===== src/rtl/frame_rx.sv =====
module frame_rx #(
  parameter int MAX_LEN    = 32,
  parameter int GAP_CYCLES = 3000,
  localparam int AW = $clog2(MAX_LEN + 2),
  localparam int IW = (MAX_LEN > 1) ? $clog2(MAX_LEN) : 1,
  localparam int GW = $clog2(GAP_CYCLES + 1)
) (
  input  logic          clk,
  input  logic          rst_n,
  input  logic          in_valid,
  input  logic [7:0]    in_byte,
  input  logic [7:0]    dev_lo,
  input  logic [7:0]    dev_hi,
  input  logic [7:0]    func_code,
  output logic          wr_en,
  output logic [AW-1:0] wr_addr,
  output logic [7:0]    wr_data,
  output logic          frame_ok,
  output logic          frame_err
);

  typedef enum logic [2:0] {S_DEV, S_FUNC, S_LEN, S_PAY, S_CLO, S_CHI, S_COPY} st_t;

  st_t st;
  logic [7:0]  dev_q, len_q, pos_q, lo_q;
  logic [15:0] crc_q;
  logic [GW-1:0] gap_q;
  logic err_q;
  logic [7:0] stage [MAX_LEN];

  function automatic logic [15:0] crc_step(input logic [15:0] c, input logic [7:0] b);
    logic [15:0] x;
    x = c ^ {8'h00, b};
    for (int i = 0; i < 8; i++) x = x[0] ? ((x >> 1) ^ 16'hA001) : (x >> 1);
    return x;
  endfunction

  wire in_frame = (st != S_DEV) && (st != S_COPY);
  wire last     = (pos_q == len_q + 8'd1);
  wire [7:0] pidx = pos_q - 8'd2;

  assign wr_en     = (st == S_COPY);
  assign wr_addr   = pos_q[AW-1:0];
  assign wr_data   = (pos_q == 8'd0) ? dev_q : (pos_q == 8'd1) ? len_q : stage[pidx[IW-1:0]];
  assign frame_ok  = wr_en && last;
  assign frame_err = err_q;

  always_ff @(posedge clk)
    if (st == S_PAY && in_valid) stage[pos_q[IW-1:0]] <= in_byte;

  always_ff @(posedge clk) begin
    if (!rst_n) begin
      st    <= S_DEV;
      dev_q <= '0;
      len_q <= '0;
      pos_q <= '0;
      lo_q  <= '0;
      crc_q <= 16'hFFFF;
      gap_q <= '0;
      err_q <= 1'b0;
    end else begin
      err_q <= 1'b0;
      if (st == S_COPY) begin
        pos_q <= pos_q + 8'd1;
        if (last) st <= S_DEV;
      end else if (in_valid) begin
        gap_q <= '0;
        case (st)
          S_DEV:
            if (in_byte >= dev_lo && in_byte <= dev_hi) begin
              dev_q <= in_byte;
              crc_q <= crc_step(16'hFFFF, in_byte);
              st    <= S_FUNC;
            end
          S_FUNC:
            if (in_byte == func_code) begin
              crc_q <= crc_step(crc_q, in_byte);
              st    <= S_LEN;
            end else begin
              err_q <= 1'b1;
              st    <= S_DEV;
            end
          S_LEN:
            if (int'(in_byte) > MAX_LEN) begin
              err_q <= 1'b1;
              st    <= S_DEV;
            end else begin
              len_q <= in_byte;
              crc_q <= crc_step(crc_q, in_byte);
              pos_q <= '0;
              st    <= (in_byte == 8'd0) ? S_CLO : S_PAY;
            end
          S_PAY: begin
            crc_q <= crc_step(crc_q, in_byte);
            pos_q <= pos_q + 8'd1;
            if (pos_q + 8'd1 == len_q) st <= S_CLO;
          end
          S_CLO: begin
            lo_q <= in_byte;
            st   <= S_CHI;
          end
          S_CHI:
            if ({in_byte, lo_q} == crc_q) begin
              pos_q <= '0;
              st    <= S_COPY;
            end else begin
              err_q <= 1'b1;
              st    <= S_DEV;
            end
          default: st <= S_DEV;
        endcase
      end else if (in_frame) begin
        if (gap_q == GW'(GAP_CYCLES - 1)) begin
          gap_q <= '0;
          err_q <= 1'b1;
          st    <= S_DEV;
        end else begin
          gap_q <= gap_q + 1'b1;
        end
      end
    end
  end

  p_idle_after_reset_r1: assert property (@(posedge clk)
    $rose(rst_n) |-> !wr_en && !frame_err);
  p_ok_not_err_r10: assert property (@(posedge clk) disable iff (!rst_n)
    !(frame_ok && frame_err));
  p_err_single_r10: assert property (@(posedge clk) disable iff (!rst_n)
    frame_err |=> !frame_err);
  p_first_write_zero_r6: assert property (@(posedge clk) disable iff (!rst_n)
    $rose(wr_en) |-> wr_addr == '0);
  p_addr_steps_r6: assert property (@(posedge clk) disable iff (!rst_n)
    wr_en && $past(wr_en) |-> wr_addr == $past(wr_addr) + 1'b1);
  p_ok_ends_copy_r6: assert property (@(posedge clk) disable iff (!rst_n)
    frame_ok |=> !wr_en);
  p_quiet_in_copy_r6: assert property (@(posedge clk) disable iff (!rst_n)
    wr_en |-> !in_valid);
  p_gap_bound_r8: assert property (@(posedge clk) disable iff (!rst_n)
    int'(gap_q) < GAP_CYCLES);

endmodule


===== config.mk =====
export PLATFORM = sky130hd
export DESIGN_NAME = frame_rx
export DESIGN_NICKNAME = d
export VERILOG_FILES = /design/src/rtl/frame_rx.sv
export SDC_FILE = /design/constraint.sdc
export NUM_CORES = 1
export LEC_CHECK = 0
export CAP_MARGIN = 20
export CORE_MARGIN = 2
export CORE_UTILIZATION = 50
export CTS_BUF_LIST = sky130_fd_sc_hd__clkbuf_4
export DETAILED_ROUTE_END_ITERATION = 10
export PLACE_DENSITY = 0.71
export SLEW_MARGIN = 20
export SYNTH_ARGS = -nofsm -noshare
export SYNTH_HDL_FRONTEND = slang
export SYNTH_SLANG_ARGS = --single-unit

===== constraint.sdc =====
create_clock -name clk -period 4.41 [get_ports clk]
set_input_delay 0.6615 -clock clk [delete_from_list [all_inputs] [get_ports clk]]
set_output_delay 0.6615 -clock clk [all_outputs]
set_load 0.01 [all_outputs]

==> results of run 1 <==
==> report_power, final <==
group | leakage, nW | internal [mW] | switching (mW)
sequential | 2.82 | 3.27 | 0.0166
combinational | 2.38 | 0.134 | 0.180
clock | 0.645 | 1.39 | 1.19
==> per-layer routing <==
layer | track usage (%) | up-vias
met5 | 0 | -
met4 | 6.22 | 0
met3 | 4.74 | 47
met2 | 35.9 | 370
met1 | 31.5 | 4498
li1 | - | 4133
==> flip-flops by register name, indices dropped and copies added, names as in the netlist <==
| signal | flops |
|---|---|
| crc_q | 16 |
| dev_q | 8 |
| frame_err | 1 |
| gap_q | 12 |
| len_q | 8 |
| lo_q | 8 |
| pos_q | 8 |
| st | 3 |
| stage | 256 |
==> tightest hold or removal path: stages <==
cell,delay (ps)
buf_2,210
mux2i_1,170
nor2b_1,60
==> repair_timing <==
item / 4_1_cts / 5_1_grt
endpoints found under the setup margin: 6 / 7
gates cloned: 0 / 1
buffers inserted: 4 / 2
gates resized for setup: 0 / 9
==> final timing paths <==
check | start | end | slack (ps) | cells past startpoint
worst min register to register | gap_q[1]$_SDFFE_PN0P_ | gap_q[1]$_SDFFE_PN0P_ | 510 | 2
worst max-delay path | pos_q[1]$_SDFFE_PN0P_ | wr_data[4] | 180 | 9
worst min-delay path | in_byte[6] | lo_q[6]$_SDFFE_PN0P_ | 470 | 3
worst max register to register | pos_q[0]$_SDFFE_PN0P_ | st[2]$_SDFFE_PN0P_ | 1680 | 9
==> final cells by class <==
class / count / area share [%]
flip-flops and latches: 320 / 53.1
multi-input cells: 597 / 30.9
repair buffers: 114 / 6.07
clock buffers: 129 / 5.73
well taps: 384 / 2.84
clock inverters: 17 / 0.688
inverters: 30 / 0.666
diodes: 1 / 0.0148
==> cell usage in the layout, fill, tap and decap left out, drive strengths merged, types with 15 or more instances in the layout <==
cell and instances:
ha 29, mux2i 27, buf 68, xor2 37
a21oi 22, edfxtp 256, nand3 21, o21ai 44
dfxtp 64, nor2 73, inv 32, mux4 80
clkbuf 130, xnor2 46, nor2b 41, nor3 15
clkdlybuf4s50 44, nand2 56
==> through the flow <==
step | hold WS (ps) | worst slack (ps) | power, mW
3_5_place_dp | 496 | 697 | 3.66
4_1_cts | 427 | 17.7 | 6.24
5_1_grt | 424 | 16.6 | 6.42
6_report | 467 | 184 | 6.18
3_3_place_gp | 473 | 709 | 3.66
2_1_floorplan | 458 | 373 | 3.53
==> kinds of logic after synthesis <==
group,after synthesis
DFF,320
and+or+nand+nor,265
AOI/OAI and AO/OA,112
muxes,107
buffers and inverters,98
xor gates and xnor gates,84
adders and majority gates,29
==> results.json, run 1 <==
{
  "outcome": "finished clean",
  "crit_chain": "inv_1 -> ha_1 -> buf_6 -> mux4_2 -> mux2i_1 -> nand2_1 -> o21ai_0 -> o21ai_0 -> clkdlybuf4s50_1",
  "synth.area.top_cells": "edfxtp_1, mux4_2, dfxtp_1",
  "synth_top_family_by_area": "multiplexers",
  "first_pass_iters": 5,
  "ant_nets": 0,
  "crit_arrival_ps": 3560,
  "cts_tree": "done",
  "wl_met1_mm": 14.4,
  "timing.final.max_slew_violations": 0,
  "dp.cells": 1438,
  "synth-compound-area-share_pct": 4.80,
  "setup_viol": 0,
  "num_vias": 9048,
  "drt_iter0_drc": 820,
  "clk_pin_slew_ps": 70,
  "post-synth-top-count-cell": "edfxtp_1",
  "yosys_warnings": 0,
  "via_per_inst": 5.68,
  "maxUsedRoutingLayer": "met4",
  "synthXorXnorAreaFrac_pct": 5.19,
  "cts_max_path_buffers": 3,
  "p_per_area_nw_per_um2": 365,
  "slowest_stage": "mux4_2",
  "initial_core_util_pct": 50.8,
  "stdcell_area_um2": 16900,
  "overflow": 0,
  "num_io_pins": 52,
  "crit_type": "register to output pin",
  "slew_headroom_pct": 57.2,
  "cap_violations": 0,
  "ys_seq_elements": 320,
  "hold_viol": 0,
  "min_period_ps": 4230,
  "finClkSkew_ps": 51.5,
  "numCtsBuffers": 84,
  "fmax_ghz": 0.237,
  "ys_seq_area_share_pct": 61.5,
  "instances_no_fill": 1592,
  "worst_pin_slew_ps": 638,
  "grt_max_degree": 69,
  "nFillCells": 2253,
  "routed-wl-met3_mm": 2.55,
  "numPortBuffers": 51,
  "period_share_pct": 95.8,
  "setup.worst_path.start_class": "register",
  "cp.required_ps": 3750,
  "die_area_um2": 30600,
  "die_w_um": 175,
  "ys.flop_type": "edfxtp_1",
  "grt_usage_pct": 22.5,
  "synth.area.mux_share_pct": 14.2,
  "holdBufCountCts": 0,
  "syn_inst": 1015,
  "synth_top_cells_by_count": "edfxtp_1, mux4_2, nor2_1",
  "async_reset_ff_share_pct": 0,
  "hold_class": "input port to register",
  "tns_ps": 0,
  "ctsHtreeMaxLevel": 3,
  "irDropWorstVdd_uv": 170,
  "area_growth_pct": 15.9,
  "cts-root-buf": "clkbuf_4",
  "place_area_um2": 15700,
  "avgSynthCellArea_um2": 14.4,
  "antenna_found_initial": 1,
  "multi_input_area_um2": 5230,
  "grt_pass1_vias": 8949,
  "rows": 62,
  "grt_first_pass_wirelength_mm": 51.8,
  "wl_met2_mm": 16.3,
  "end_kind": "output pin",
  "rsz0062_at_grt": "false",
  "fin_nets": 1211,
  "synth_area_um2": 14600,
  "synth_cell_type_count": 59,
  "insertion_delay_ps": 710,
  "synth_nets": 1079,
  "cts.sinks": 320,
  "seq_area_um2": 8980,
  "place_hpwl_mm": 21.7,
  "core_um2": 28700,
  "synthAdderAreaFrac_pct": 2.49,
  "crit_buf_inv": 3,
  "drc": 0,
  "synth-edff-count": 256,
  "synth_largest_area_cell": "edfxtp_1",
  "drive_above_1_share_pct": 25.2,
  "wl_per_cell_um": 21.2,
  "synth-simple-area-share_pct": 9.06,
  "cp_top_family": "buffers and inverters",
  "worst-path-max-fanout": 16,
  "crit_top_cell": "o21ai_0",
  "p_leak_nw": 5.85,
  "yosysTopAreaCellShare_pct": 52.7,
  "place.gp.congestion": 0.806,
  "utilization_pct": 58.9,
  "crit_path_max_incr_delay_ps": 590,
  "totalWireLength_mm": 33.8,
  "fp.dieH_um": 175
}
No activity file was read; power rests on OpenSTA's default activity.
==> inputs of run 2 (changes only) <==
- CORE_UTILIZATION: 50 -> 60
- GPL_ROUTABILITY_DRIVEN: not set -> 1
- PLACE_DENSITY: 0.71 -> 0.82
==> run 2 against run 1 <==
Highest routed layer unchanged. Largest cell class unchanged. Largest power group unchanged. Clock power down 9.3%. Count of clock-buffer cells in the layout down 16. Sequential cell count unchanged. Maximum frequency down 0.17%.
==> results.json, run 2 (synthesized netlist as in run 1, its figures left out) <==
{
  "outcome": "finished clean",
  "fp.dieH_um": 160,
  "core_um2": 24100,
  "numCtsBuffers": 78,
  "crit_path_max_incr_delay_ps": 580,
  "area_growth_pct": 13.2,
  "die_area_um2": 25600,
  "cts.sinks": 320,
  "layout_common_cells": "edfxtp_1, clkbuf_4, mux4_2, nor2_1, dfxtp_1",
  "cts_max_path_buffers": 3,
  "setup_viol": 0,
  "whs_ps": 336,
  "num_vias": 8865,
  "grt_pass1_vias": 8926,
  "num_io_pins": 52,
  "reg2reg_slack_ps": 1500,
  "rr_endpoint": "stage[13][5]$_DFFE_PP_",
  "final_common_cell": "edfxtp_1",
  "hold_viol": 0,
  "holdBufCountCts": 0,
  "worst-path-max-fanout": 11,
  "hold_class": "input port to register",
  "fmax_ghz": 0.236,
  "p_leak_nw": 5.60,
  "overflow": 0,
  "totalWireLength_mm": 33.0,
  "first_pass_iters": 5,
  "worst_pin_slew_ps": 901,
  "insertion_delay_ps": 730,
  "drt_iter0_drc": 831,
  "p_per_area_nw_per_um2": 360,
  "period_share_pct": 96.0,
  "r2r-start": "st[0]$_SDFFE_PN0P_",
  "grt_max_degree": 72,
  "cp-endpoint": "wr_data[2]",
  "crit_path_start": "pos_q[2]$_SDFFE_PN0P_",
  "min_period_ps": 4230,
  "cts-root-buf": "clkbuf_4",
  "ant_nets": 0,
  "r2r_cells": 4,
  "crit_top_cell": "o21ai_0",
  "ctsHtreeMaxLevel": 3,
  "via_per_inst": 5.95,
  "tns_ps": 0,
  "wl_per_cell_um": 22.1,
  "grt_first_pass_wirelength_mm": 51.1,
  "drive_above_1_share_pct": 22.5,
  "antenna_found_initial": 1,
  "crit_chain": "inv_1 -> ha_2 -> xor2_1 -> buf_4 -> mux4_2 -> mux2i_1 -> nand2_1 -> o21ai_0 -> o21ai_0 -> clkdlybuf4s50_1",
  "fin_nets": 1180,
  "numPortBuffers": 51,
  "initial_core_util_pct": 60.5,
  "place.gp.congestion": 0.847,
  "largest_reg_flops": 256,
  "timing.final.max_slew_violations": 0,
  "clk_pin_slew_ps": 80,
  "place_hpwl_mm": 21.5,
  "end_kind": "output pin",
  "irDropWorstVdd_uv": 221,
  "slew_headroom_pct": 39.7,
  "finClkSkew_ps": 64.3,
  "crit_arrival_ps": 3570,
  "cap_violations": 0,
  "rows": 57,
  "cp.required_ps": 3750,
  "cts_tree": "done",
  "rsz0062_at_grt": "false",
  "grt_usage_pct": 26.6,
  "drc": 0,
  "crit_type": "register to output pin",
  "die_w_um": 160,
  "slowest_stage": "mux4_2",
  "setup.worst_path.start_class": "register"
}
==> run 2: cell types whose count changed in the layout (fill, tap and decap cells not counted), moves of 3 or more <==
| cell | previous run | this run |
|---|---|---|
| clkbuf_4 | 129 | 113 |
| mux2i_1 | 24 | 27 |
| buf_12 | 2 | 5 |
| inv_6 | 2 | 5 |
| buf_4 | 57 | 33 |
| mux2i_2 | 3 | 0 |
==> run 2: area by class of cell <==
| cell class | instances | area [µm²] |
|---|---|---|
| Timing Repair Buffer | 89 | 833 |
| Inverter | 30 | 113 |
| Fill cell | 1689 | 7590 |
| Clock buffer | 113 | 848 |
| Clock inverter | 16 | 96.3 |
| Antenna cell | 1 | 2.50 |
| Multi-Input combinational cell | 597 | 5240 |
| Tap cell | 324 | 405 |
| Sequential cell | 320 | 8980 |
==> run 2: repair_timing <==
action | 4_1_cts | 5_1_grt
endpoints found under the hold margin | 0 | 0
setup buffers | 4 | 0
resized for setup | 1 | 4
setup endpoints to repair | 8 | 7
==> run 2: how the worst min path moves through the flow <==
stage | start | endpoint | slack, ps | cells past startpoint
2_1_floorplan | gap_q[1]$_SDFFE_PN0P_ | gap_q[1]$_SDFFE_PN0P_ | 460 | 2
3_3_place_gp | gap_q[1]$_SDFFE_PN0P_ | gap_q[1]$_SDFFE_PN0P_ | 470 | 2
3_5_place_dp | gap_q[1]$_SDFFE_PN0P_ | gap_q[1]$_SDFFE_PN0P_ | 490 | 2
4_1_cts | in_byte[2] | stage[27][2]$_DFFE_PP_ | 310 | 1
5_1_grt | in_byte[2] | stage[27][2]$_DFFE_PP_ | 300 | 1
6_report | in_byte[2] | stage[27][2]$_DFFE_PP_ | 340 | 1
==> run 2: worst max-delay path: cells and delay by family (launching register included) <==
kind | cells | cell delay [ps]
XOR/XNOR | 1 | 140
AND/OR/NAND/NOR | 1 | 80
AO/OA/AOI/OAI | 2 | 240
adder cells (fa/ha/maj) | 1 | 220
buffers and inverters | 3 | 1010
multiplexers | 2 | 860
flip-flops | 1 | 310
==> run 2: routing by layer <==
| metal | track usage [%] | vias up | part of all wire [%] |
|---|---|---|---|
| met3 | 6.08 | 60 | 7.5 |
| li1 | - | 4072 | - |
| met2 | 42.6 | 359 | 49 |
| met1 | 36.5 | 4374 | 41 |
| met5 | 0 | - | 0 |
| met4 | 9.38 | 0 | 2.7 |
==> run 2: metrics by stage <==
step	worst slack (ps)	area, µm²	total power [mW]	instances	util (%)
after global routing	48.8	16500	6.18	1490	68.5
after global placement	472	15500	3.66	1356	64.3
after CTS	77.6	16500	5.98	1489	68.4
after detailed placement	386	15500	3.67	1356	64.3
after floorplan	373	14600	3.53	1015	-
final	177	16500	5.94	1490	68.5
==> run 2: report_power, final <==
| part | internal [mW] | switching (mW) |
|---|---|---|
| Clock | 1.19 | 1.16 |
| Sequential | 3.27 | 0.0175 |
| Combinational | 0.135 | 0.184 |
| Total | 4.59 | 1.36 |
==> inputs of run 3 (changes only) <==
- CORE_MARGIN: 2 -> not set
==> run 3 against run 2 <==
Worst setup slack got worse by 75 ps. Via count increased by 3.8%. Sequential share of layout area decreased by 0.32 points. Global-route usage increased by 1.5 points.
==> results.json, run 3 (synthesized netlist as in run 1, its figures left out) <==
{
  "hold_class": "input port to register",
  "die_area_um2": 24900,
  "antenna_found_initial": 1,
  "clk_pin_slew_ps": 60,
  "cts_max_path_buffers": 3,
  "hold_viol": 0,
  "drc": 0,
  "seq_power_share_pct": 54.1,
  "drt_iter0_drc": 935,
  "setup_ws_ps": 102,
  "slowest_stage": "mux4_2",
  "rsz0062_at_grt": "false",
  "wl_per_cell_um": 22.1,
  "numCtsBuffers": 81,
  "num_vias": 9203,
  "worst-path-max-fanout": 39,
  "slew_headroom_pct": 40.6,
  "grt_pass1_vias": 9163,
  "core_um2": 23700,
  "insertion_delay_ps": 710,
  "min_period_ps": 4310,
  "grt_usage_pct": 28.1,
  "combPwrFrac_pct": 5.2,
  "dp.cells": 1358,
  "place_hpwl_mm": 22.0,
  "crit_path_max_incr_delay_ps": 540,
  "crit_chain": "buf_4 -> mux4_2 -> mux4_2 -> mux2i_2 -> nand2_1 -> o21ai_0 -> o21ai_0 -> clkdlybuf4s50_1",
  "layout_common_cells": "edfxtp_1, clkbuf_4, mux4_2, nor2_1, dfxtp_1",
  "cp.required_ps": 3750,
  "via_per_inst": 6.09,
  "ant_nets": 0,
  "setup_viol": 0,
  "p_int_mw": 4.67,
  "tns_ps": 0,
  "timing.final.max_slew_violations": 0,
  "crit_arrival_ps": 3650,
  "area_growth_pct": 13.9,
  "period_share_pct": 97.7,
  "initial_core_util_pct": 61.6,
  "grt_max_degree": 40,
  "pre_cts_slack_ps": 606,
  "cap_violations": 0,
  "totalWireLength_mm": 33.3,
  "rows": 56,
  "finClkSkew_ps": 48.8,
  "end_kind": "output pin",
  "worst_pin_slew_ps": 888,
  "largest_reg_flops": 256,
  "cts-root-buf": "clkbuf_4",
  "p_leak_nw": 5.67,
  "final_common_cell": "edfxtp_1",
  "numPortBuffers": 51,
  "irDropWorstVdd_uv": 201,
  "drive_above_1_share_pct": 23.2,
  "fin_nets": 1190,
  "pwr-share-clk_pct": 40.7,
  "p_per_area_nw_per_um2": 365,
  "cts.sinks": 320,
  "first_pass_iters": 6,
  "cts_tree": "done",
  "fmax_ghz": 0.232,
  "fp.dieH_um": 158,
  "outcome": "finished clean",
  "switching_power_mw": 1.40,
  "holdBufCountCts": 0,
  "num_io_pins": 52,
  "ctsHtreeMaxLevel": 3,
  "crit_type": "register to output pin",
  "p_sw_share_pct": 23.0,
  "grt_first_pass_wirelength_mm": 51.0,
  "setup.worst_path.start_class": "register",
  "overflow": 0,
  "instances_no_fill": 1511,
  "place.gp.congestion": 0.849,
  "die_w_um": 158
}
run 3: cell count changes in the layout (fill, tap and decap cells not counted), moves of 5 or more:
| cell | delta |
|---|---|
| buf_4 | +9 |
| clkinv_1 | +13 |
| clkinv_2 | +6 |
| inv_6 | -5 |
run 3: final cells by class:
class                      count  area [µm²]
inverter                      30         113
sequential                   320        8980
fill                        1615        7070
clock inverter                34         181
timing repair buffer          96         852
tap                          319         399
multi-input combinational    597        5230
antenna                        1        2.50
clock buffer                 114         856
run 3: metal layers:
layer	wire length [µm]	global-route usage (%)	share of wire [%]	vias up
met4	903	12.3	2.7	0
met2	17000	47.5	51	480
met1	12600	34.8	38	4554
met3	2810	6.27	8.4	66
li1	-	-	-	4103
met5	0	0	0	-
run 3: final timing paths:
check,endpoint,cells past startpoint,slack (ps),start
setup / recovery,wr_data[7],8,100,pos_q[1]$_SDFFE_PN0P_
hold / removal,lo_q[7]$_SDFFE_PN0P_,3,450,in_byte[7]
setup reg to reg,st[0]$_SDFFE_PN0P_,10,1270,pos_q[0]$_SDFFE_PN0P_
hold reg to reg,gap_q[1]$_SDFFE_PN0P_,2,520,gap_q[1]$_SDFFE_PN0P_
run 3: critical path, delay by kind of cell (launching register included):
family / cells / cell delay [ps]
flip-flops: 1 / 350
AND/OR/NAND/NOR: 1 / 90
AO/OA/AOI/OAI: 2 / 210
multiplexers: 3 / 1270
buffers and inverters: 2 / 980
run 3: through the flow:
stage / util (%) / power (mW) / area [µm²] / hold slack (ps)
CTS: 70.1 / 6.10 / 16600 / 433
detailed placement: 65.6 / 3.67 / 15500 / 506
finish: 70.2 / 6.07 / 16600 / 451
global placement: 65.6 / 3.65 / 15500 / 473
global route: 70.2 / 6.30 / 16600 / 434
floorplan: - / 3.53 / 14600 / 458
run 3: power by group through the flow:
stage | registers, mW | logic, mW | clock network [mW]
2_1_floorplan | 3.35 | 0.188 | 0
3_3_place_gp | 3.35 | 0.304 | 0
3_5_place_dp | 3.35 | 0.316 | 0
4_1_cts | 3.28 | 0.317 | 2.50
5_1_grt | 3.28 | 0.345 | 2.67
6_report | 3.28 | 0.317 | 2.47
run 3: timing repair:
item | in CTS | in global routing
resized for setup | 1 | 5
endpoints found under the setup margin | 8 | 8
hold endpoints to repair | 0 | 0
gates cloned | 0 | 0
setup buffers | 4 | 0
